File: config.mk
export PLATFORM = sky130hd
export DESIGN_NAME = nms_check_row
export DESIGN_NICKNAME = d
export VERILOG_FILES = /design/src/rtl/nms_pkg.sv /design/src/rtl/nms_iter_sched.sv /design/src/rtl/nms_edge_unpack.sv /design/src/rtl/nms_two_min.sv /design/src/rtl/nms_shift_scale.sv /design/src/rtl/nms_check_row.sv
export SDC_FILE = /design/constraint.sdc
export NUM_CORES = 2
export LEC_CHECK = 0
export BUFFER_PORTS_ARGS = -buffer_cell sky130_fd_sc_hd__buf_4
export CORE_MARGIN = 2
export CORE_UTILIZATION = 26
export DETAILED_ROUTE_END_ITERATION = 16
export GPL_ROUTABILITY_DRIVEN = 0
export PLACE_DENSITY_LB_ADDON = 0.3
export REMOVE_ABC_BUFFERS = 1
export SYNTH_ARGS = -nofsm -noshare
export SYNTH_HDL_FRONTEND = slang
export SYNTH_SLANG_ARGS = --single-unit
File: constraint.sdc
create_clock -name clk -period 176.7 [get_ports clk]
set_input_delay 26.505 -clock clk [delete_from_list [all_inputs] [get_ports clk]]
set_output_delay 26.505 -clock clk [all_outputs]
set_load 0.01 [all_outputs]
File: src/rtl/nms_pkg.sv
// Package: shared types for the normalized min-sum check row processor.
// Assumes a 2-bit scale selector, with each code naming one shift-add factor.
package nms_pkg;

    typedef enum logic [1:0] {
        SCALE_HALF      = 2'd0,   // m/2
        SCALE_FIVE_8TH  = 2'd1,   // m/2 + m/8
        SCALE_THREE_4TH = 2'd2,   // m/2 + m/4
        SCALE_SEVEN_8TH = 2'd3    // m/2 + m/4 + m/8
    } scale_mode_e;

endpackage

File: src/rtl/nms_iter_sched.sv
// Module: maps the decoder iteration number onto a scale mode.
// Assumes iterations count from 1; iteration 0 is treated like iteration 1.
module nms_iter_sched
    import nms_pkg::*;
#(
    parameter int ITER_W = 5
) (
    input  logic [ITER_W-1:0] iter_num,
    output scale_mode_e       mode
);

    // Purpose: choose the factor for the current iteration (fixed from iteration 5 on).
    always_comb begin
        if (iter_num <= ITER_W'(1))       mode = SCALE_HALF;
        else if (iter_num <= ITER_W'(3))  mode = SCALE_FIVE_8TH;
        else if (iter_num == ITER_W'(4))  mode = SCALE_THREE_4TH;
        else                              mode = SCALE_SEVEN_8TH;
    end

endmodule

File: src/rtl/nms_edge_unpack.sv
// Module: splits two's complement edge messages into sign bits and magnitudes.
// Assumes MSG_W-bit signed inputs; the most negative code saturates to the top magnitude.
module nms_edge_unpack #(
    parameter int NUM_EDGES = 32,
    parameter int MSG_W     = 8,
    localparam int MAG_W    = MSG_W - 1
) (
    input  logic [NUM_EDGES*MSG_W-1:0] msgs,
    output logic [NUM_EDGES*MAG_W-1:0] mags,
    output logic [NUM_EDGES-1:0]       signs
);

    for (genvar e = 0; e < NUM_EDGES; e++) begin : g_edge
        logic [MSG_W-1:0] raw;
        logic [MSG_W-1:0] absval;

        assign raw = msgs[e*MSG_W +: MSG_W];

        // Purpose: absolute value with saturation of the most negative code.
        always_comb begin
            absval = raw[MSG_W-1] ? (~raw + MSG_W'(1)) : raw;
            if (absval[MSG_W-1]) mags[e*MAG_W +: MAG_W] = '1;
            else                 mags[e*MAG_W +: MAG_W] = absval[MAG_W-1:0];
        end

        assign signs[e] = raw[MSG_W-1];
    end

endmodule

File: src/rtl/nms_two_min.sv
// Module: one pass over all magnitudes, returning the smallest value, the
// second smallest value and the position of the smallest.
// Assumes ties keep the lowest position as the minimum and copy the value into the second minimum.
module nms_two_min #(
    parameter int NUM_EDGES = 32,
    parameter int MAG_W     = 7,
    localparam int IDX_W    = $clog2(NUM_EDGES)
) (
    input  logic [NUM_EDGES*MAG_W-1:0] mags,
    output logic [MAG_W-1:0]           min1,
    output logic [MAG_W-1:0]           min2,
    output logic [IDX_W-1:0]           min1_idx
);

    // Purpose: sequential fold that keeps the two smallest magnitudes seen so far.
    always_comb begin
        logic [MAG_W-1:0] v;
        min1     = '1;
        min2     = '1;
        min1_idx = '0;
        for (int e = 0; e < NUM_EDGES; e++) begin
            v = mags[e*MAG_W +: MAG_W];
            if (v < min1) begin
                min2     = min1;
                min1     = v;
                min1_idx = IDX_W'(e);
            end else if (v < min2) begin
                min2 = v;
            end
        end
    end

endmodule

File: src/rtl/nms_shift_scale.sv
// Module: multiplies a magnitude by the selected factor using floor shifts and adds.
// Assumes each shifted term is truncated on its own before summing; the sum saturates.
module nms_shift_scale
    import nms_pkg::*;
#(
    parameter int MAG_W = 7
) (
    input  logic [MAG_W-1:0] mag,
    input  scale_mode_e      mode,
    output logic [MAG_W-1:0] scaled
);

    logic [MAG_W:0] t_half, t_quarter, t_eighth, total;

    assign t_half    = {1'b0, mag >> 1};
    assign t_quarter = {1'b0, mag >> 2};
    assign t_eighth  = {1'b0, mag >> 3};

    // Purpose: select which shifted terms are added for the active mode.
    always_comb begin
        unique case (mode)
            SCALE_HALF:      total = t_half;
            SCALE_FIVE_8TH:  total = t_half + t_eighth;
            SCALE_THREE_4TH: total = t_half + t_quarter;
            default:         total = t_half + t_quarter + t_eighth;
        endcase
    end

    // Purpose: clamp to the magnitude range.
    assign scaled = total[MAG_W] ? '1 : total[MAG_W-1:0];

endmodule

File: src/rtl/nms_check_row.sv
// Module: normalized min-sum check row processor, two pipeline stages.
// Stage 1 registers the row minima, the minimum position, the sign parity and the scale mode.
// Stage 2 scales both minima once and hands each edge one of them with its
// extrinsic sign. Assumes one row per cycle at most and no stall.
module nms_check_row
    import nms_pkg::*;
#(
    parameter int NUM_EDGES = 32,
    parameter int MSG_W     = 8,
    parameter int ITER_W    = 5
) (
    input  logic                       clk,
    input  logic                       rst_n,
    input  logic                       row_valid,
    input  logic [ITER_W-1:0]          iter_num,
    input  logic [NUM_EDGES*MSG_W-1:0] v2c_msgs,
    output logic                       msg_valid,
    output logic [NUM_EDGES*MSG_W-1:0] c2v_msgs
);

    localparam int MAG_W = MSG_W - 1;
    localparam int IDX_W = $clog2(NUM_EDGES);

    logic [NUM_EDGES*MAG_W-1:0] mags;
    logic [NUM_EDGES-1:0]       signs;
    logic [MAG_W-1:0]           min1, min2;
    logic [IDX_W-1:0]           min1_idx;
    scale_mode_e                mode;

    logic                       s1_valid;
    logic [MAG_W-1:0]           s1_min1, s1_min2;
    logic [IDX_W-1:0]           s1_idx;
    logic [NUM_EDGES-1:0]       s1_signs;
    logic                       s1_parity;
    scale_mode_e                s1_mode;

    logic [MAG_W-1:0]           sc_min1, sc_min2;
    logic [NUM_EDGES*MSG_W-1:0] next_msgs;

    nms_edge_unpack #(.NUM_EDGES(NUM_EDGES), .MSG_W(MSG_W)) u_unpack (
        .msgs  (v2c_msgs),
        .mags  (mags),
        .signs (signs)
    );

    nms_two_min #(.NUM_EDGES(NUM_EDGES), .MAG_W(MAG_W)) u_two_min (
        .mags     (mags),
        .min1     (min1),
        .min2     (min2),
        .min1_idx (min1_idx)
    );

    nms_iter_sched #(.ITER_W(ITER_W)) u_sched (
        .iter_num (iter_num),
        .mode     (mode)
    );

    // Purpose: stage 1 register of row summary and mode.
    always_ff @(posedge clk) begin
        if (!rst_n) begin
            s1_valid  <= 1'b0;
            s1_min1   <= '0;
            s1_min2   <= '0;
            s1_idx    <= '0;
            s1_signs  <= '0;
            s1_parity <= 1'b0;
            s1_mode   <= SCALE_HALF;
        end else begin
            s1_valid <= row_valid;
            if (row_valid) begin
                s1_min1   <= min1;
                s1_min2   <= min2;
                s1_idx    <= min1_idx;
                s1_signs  <= signs;
                s1_parity <= ^signs;
                s1_mode   <= mode;
            end
        end
    end

    nms_shift_scale #(.MAG_W(MAG_W)) u_scale_min1 (
        .mag    (s1_min1),
        .mode   (s1_mode),
        .scaled (sc_min1)
    );

    nms_shift_scale #(.MAG_W(MAG_W)) u_scale_min2 (
        .mag    (s1_min2),
        .mode   (s1_mode),
        .scaled (sc_min2)
    );

    for (genvar e = 0; e < NUM_EDGES; e++) begin : g_out
        logic             ext_sign;
        logic [MAG_W-1:0] ext_mag;
        // Purpose: extrinsic sign and the minimum that excludes this edge.
        always_comb begin
            ext_sign = s1_parity ^ s1_signs[e];
            ext_mag  = (s1_idx == IDX_W'(e)) ? sc_min2 : sc_min1;
        end
        assign next_msgs[e*MSG_W +: MSG_W] = {ext_sign, ext_mag};
    end

    // Purpose: stage 2 output register, loaded only when a row completes.
    always_ff @(posedge clk) begin
        if (!rst_n) begin
            msg_valid <= 1'b0;
            c2v_msgs  <= '0;
        end else begin
            msg_valid <= s1_valid;
            if (s1_valid) c2v_msgs <= next_msgs;
        end
    end

endmodule

==> summary.txt <==
Die
  • Die H: 399 µm
  • FP Rows: 145
  • Die area: between 0.15 and 0.2 mm²
  • Core Footprint: 0.156 mm²
  • Die X: 399 µm
  • # IOs: 521
  • Initial core utilization: 0.261

Worst setup path
  • CP Capture Type: flop
  • Startpoint Class: input pin
  • Crit-path most repeated cell: o21ai_0
  • Max FO, Critical Path: 36
  • Required time worst endpoint: roughly 180 ns
  • Worst setup path category: input pin to flop
  • Worst EP arrival: ~90 ns
  • CP max stage delay: 0.95 ns
  • Worst path slowest cell: a311oi_1

CTS
  • TritonCTS clock tree: built
  • Hold_buf cts: 0
  • Clock-pin slew on the worst setup and hold paths: about 0.05 ns
  • CTS Buf Count: between 40 and 50
  • CTS root buf: clkbuf_16
  • Number of setup buffers added after CTS: 0
  • Clock Latency Late Sink: 0.66 ns
  • Clock Tree Buf Depth: 3
  • Post-CTS sizing: 0
  • Sink Count: 310
  • H-tree depth: 2

Timing
  • Hold Slack: between 0.4 and 0.5 ns
  • Fin Setup TNS: 0 ns
  • Fmax achieved: 11.2 MHz
  • Count of final hold-check violations: 0
  • Worst slew pin tran: between 1 and 1.5 ns
  • Final Max Tran Viols: 0
  • Final period demand of the worst path: between 80 and 90 ns
  • RSZ-0062 raised after global routing: no
  • Max Clock Skew: a little under 0.06 ns
  • Final period utilization: 0.505
  • Finish-stage setup viols: 0
  • Slew headroom: 0.205

GRT
  • Overflow after GRT: 0
  • M3 GR Usage: 0.0362
  • First-pass GRT wire length: between 200000 and 250000 µm
  • Busiest grt layer: met2
  • Largest net degree at the start of global routing: 185
  • Met2 Resource Use GR: 0.312
  • GR Util met1: 0.247
  • Initial antenna violation count: 29
  • All-Layer GR Usage: 0.189
  • Vias in the first global route: 40500

Synth
  • Mapped cell area: 0.0406 mm²
  • Yosys warning count: 0
  • Gate Count Post-Synth: around 5800
  • Syn_area_per_cell: 7.06 µm²
  • Synth unique cells: between 100 and 150
  • Seq/Total Area, Yosys: 0.153
  • Number of synthesized flops with an enable pin: 0
  • Asr flop ratio synth: 0
  • Synthesized flop and latch total: 310
  • Post-synth top flop: dfxtp_1

Final layout
  • FILL cells: about 17000
  • # nets final: 6677
  • Share of cells above drive strength 1: 0.135
  • Area of the multi-input gates: approximately 0.032 mm²
  • Layout area overhead: 18.0%
  • Final Core Density: 0.308
  • Final std cells w/o fill: 8167
  • Register Area: 0.00621 mm²

Detailed routing
  • Drt drc: 0
  • TritonRoute pass-1 iters: 5
  • DRT Wirelength: 159000 µm
  • Avg WL per Cell: slightly below 20 µm
  • Routed via count: 43500
  • Initial DRC Count: 3261
  • Number of vias per cell: 5.32
  • Routed Antenna Nets: 0

Placed design
  • Placed insts: 8074
  • I/O Buffers: 520
  • Post-DP HPWL: around 120000 µm

Status
  • Run status: completed

Job
  • Maxcap violations: 0

Worst hold path
  • Worst hold path class: flop to flop
-- worst max-delay path, delay by kind of cell --
kind	cells	cell delay, ns
buffers and inverters	26	4.82
and+or+nand+nor	50	8.27
muxes	5	1.34
adders and majority gates	32	9.57
AOI/OAI and AO/OA	140	39.11
-- Yosys cell counts, types with 51 or more instances --
library cell / instances / area (µm²)
nand2_1: 734 / 2760
nor2_1: 553 / 2080
o21ai_0: 456 / 2280
a21oi_1: 449 / 2250
mux2i_1: 349 / 3490
ha_1: 344 / 4300
nor2b_1: 314 / 1960
dfxtp_1: 310 / 6210
clkbuf_1: 248 / 931
inv_1: 244 / 916
nand3_1: 123 / 616
a21o_1: 117 / 878
xnor2_1: 114 / 998
nor3_1: 91 / 455
a31oi_1: 90 / 563
o211ai_1: 72 / 541
xor2_1: 67 / 587
a211oi_1: 61 / 458
o21a_1: 53 / 398
and2_1: 52 / 325
o211a_1: 51 / 510
-- cell usage in the layout (no fill, tap or decap), drive strengths merged, types with 48 or more instances in the layout --
cell / instances
nor3: 93
xor2: 67
a211oi: 72
a31oi: 93
o21a: 54
a21o: 118
nor2b: 314
and2: 54
o211ai: 81
xnor2: 114
and3: 49
or3: 49
inv: 249
nor2: 555
o21ai: 481
o22ai: 48
buf: 565
dfxtp: 310
nand2: 735
mux2i: 354
ha: 344
nand3: 123
o211a: 54
a21oi: 458
clkbuf: 62
-- cell type report --
type                            instances  share of cell area
Multi-Input combinational cell       4893               0.676
Timing Repair Buffer                  566              0.0890
Clock buffer                           61              0.0264
Antenna cell                           13            0.000679
Sequential cell                       310               0.130
Inverter                              248              0.0194
Clock inverter                         18             0.00480
Tap cell                             2058              0.0537
-- metal layers --
layer / up-vias / share of wire
li1: 21400 / -
met1: 20400 / 0.45
met2: 1401 / 0.45
met3: 249 / 0.073
met4: 26 / 0.032
met5: - / 0.0011
-- sequential cells by signal, summed over array words and instances, names as in the netlist --
signal     cells
c2v_msgs     256
s1_parity      1
s1_valid       1
s1_signs      32
s1_idx         5
s1_min2        6
msg_valid      1
s1_min1        6
s1_mode        2
-- stage by stage --
stage	setup slack, ns	area, µm²
after floorplan	88.75	39400
after global placement	88.73	46400
after detailed placement	88.16	46400
after CTS	88.52	47900
after global routing	82.30	47900
final	87.47	47900
-- final timing paths --
check	cells after the start	from	end	slack, ns
hold reg to reg	1	c2v_msgs[79]$_SDFFE_PN0P_	c2v_msgs[79]$_SDFFE_PN0P_	0.48
setup reg to reg	6	s1_valid$_SDFF_PN0_	c2v_msgs[211]$_SDFFE_PN0P_	171.93
hold / removal	1	c2v_msgs[79]$_SDFFE_PN0P_	c2v_msgs[79]$_SDFFE_PN0P_	0.48
setup / recovery	253	v2c_msgs[0]	s1_min2[5]$_SDFFE_PN0P_	87.47
-- cells by family after synthesis --
kind of cell             after synthesis  synth area share
AND/OR/NAND/NOR                     2179             0.254
flip-flops                           310             0.153
XOR/XNOR                             181            0.0390
multiplexers                         390             0.101
buffers and inverters                554            0.0526
AO/OA/AOI/OAI                       1784             0.289
adder cells (fa/ha/maj)              359             0.111
Power is left out: the tool's default activity adds up to more than one toggle a clock period on the data nets, which glitch-free logic cannot reach.
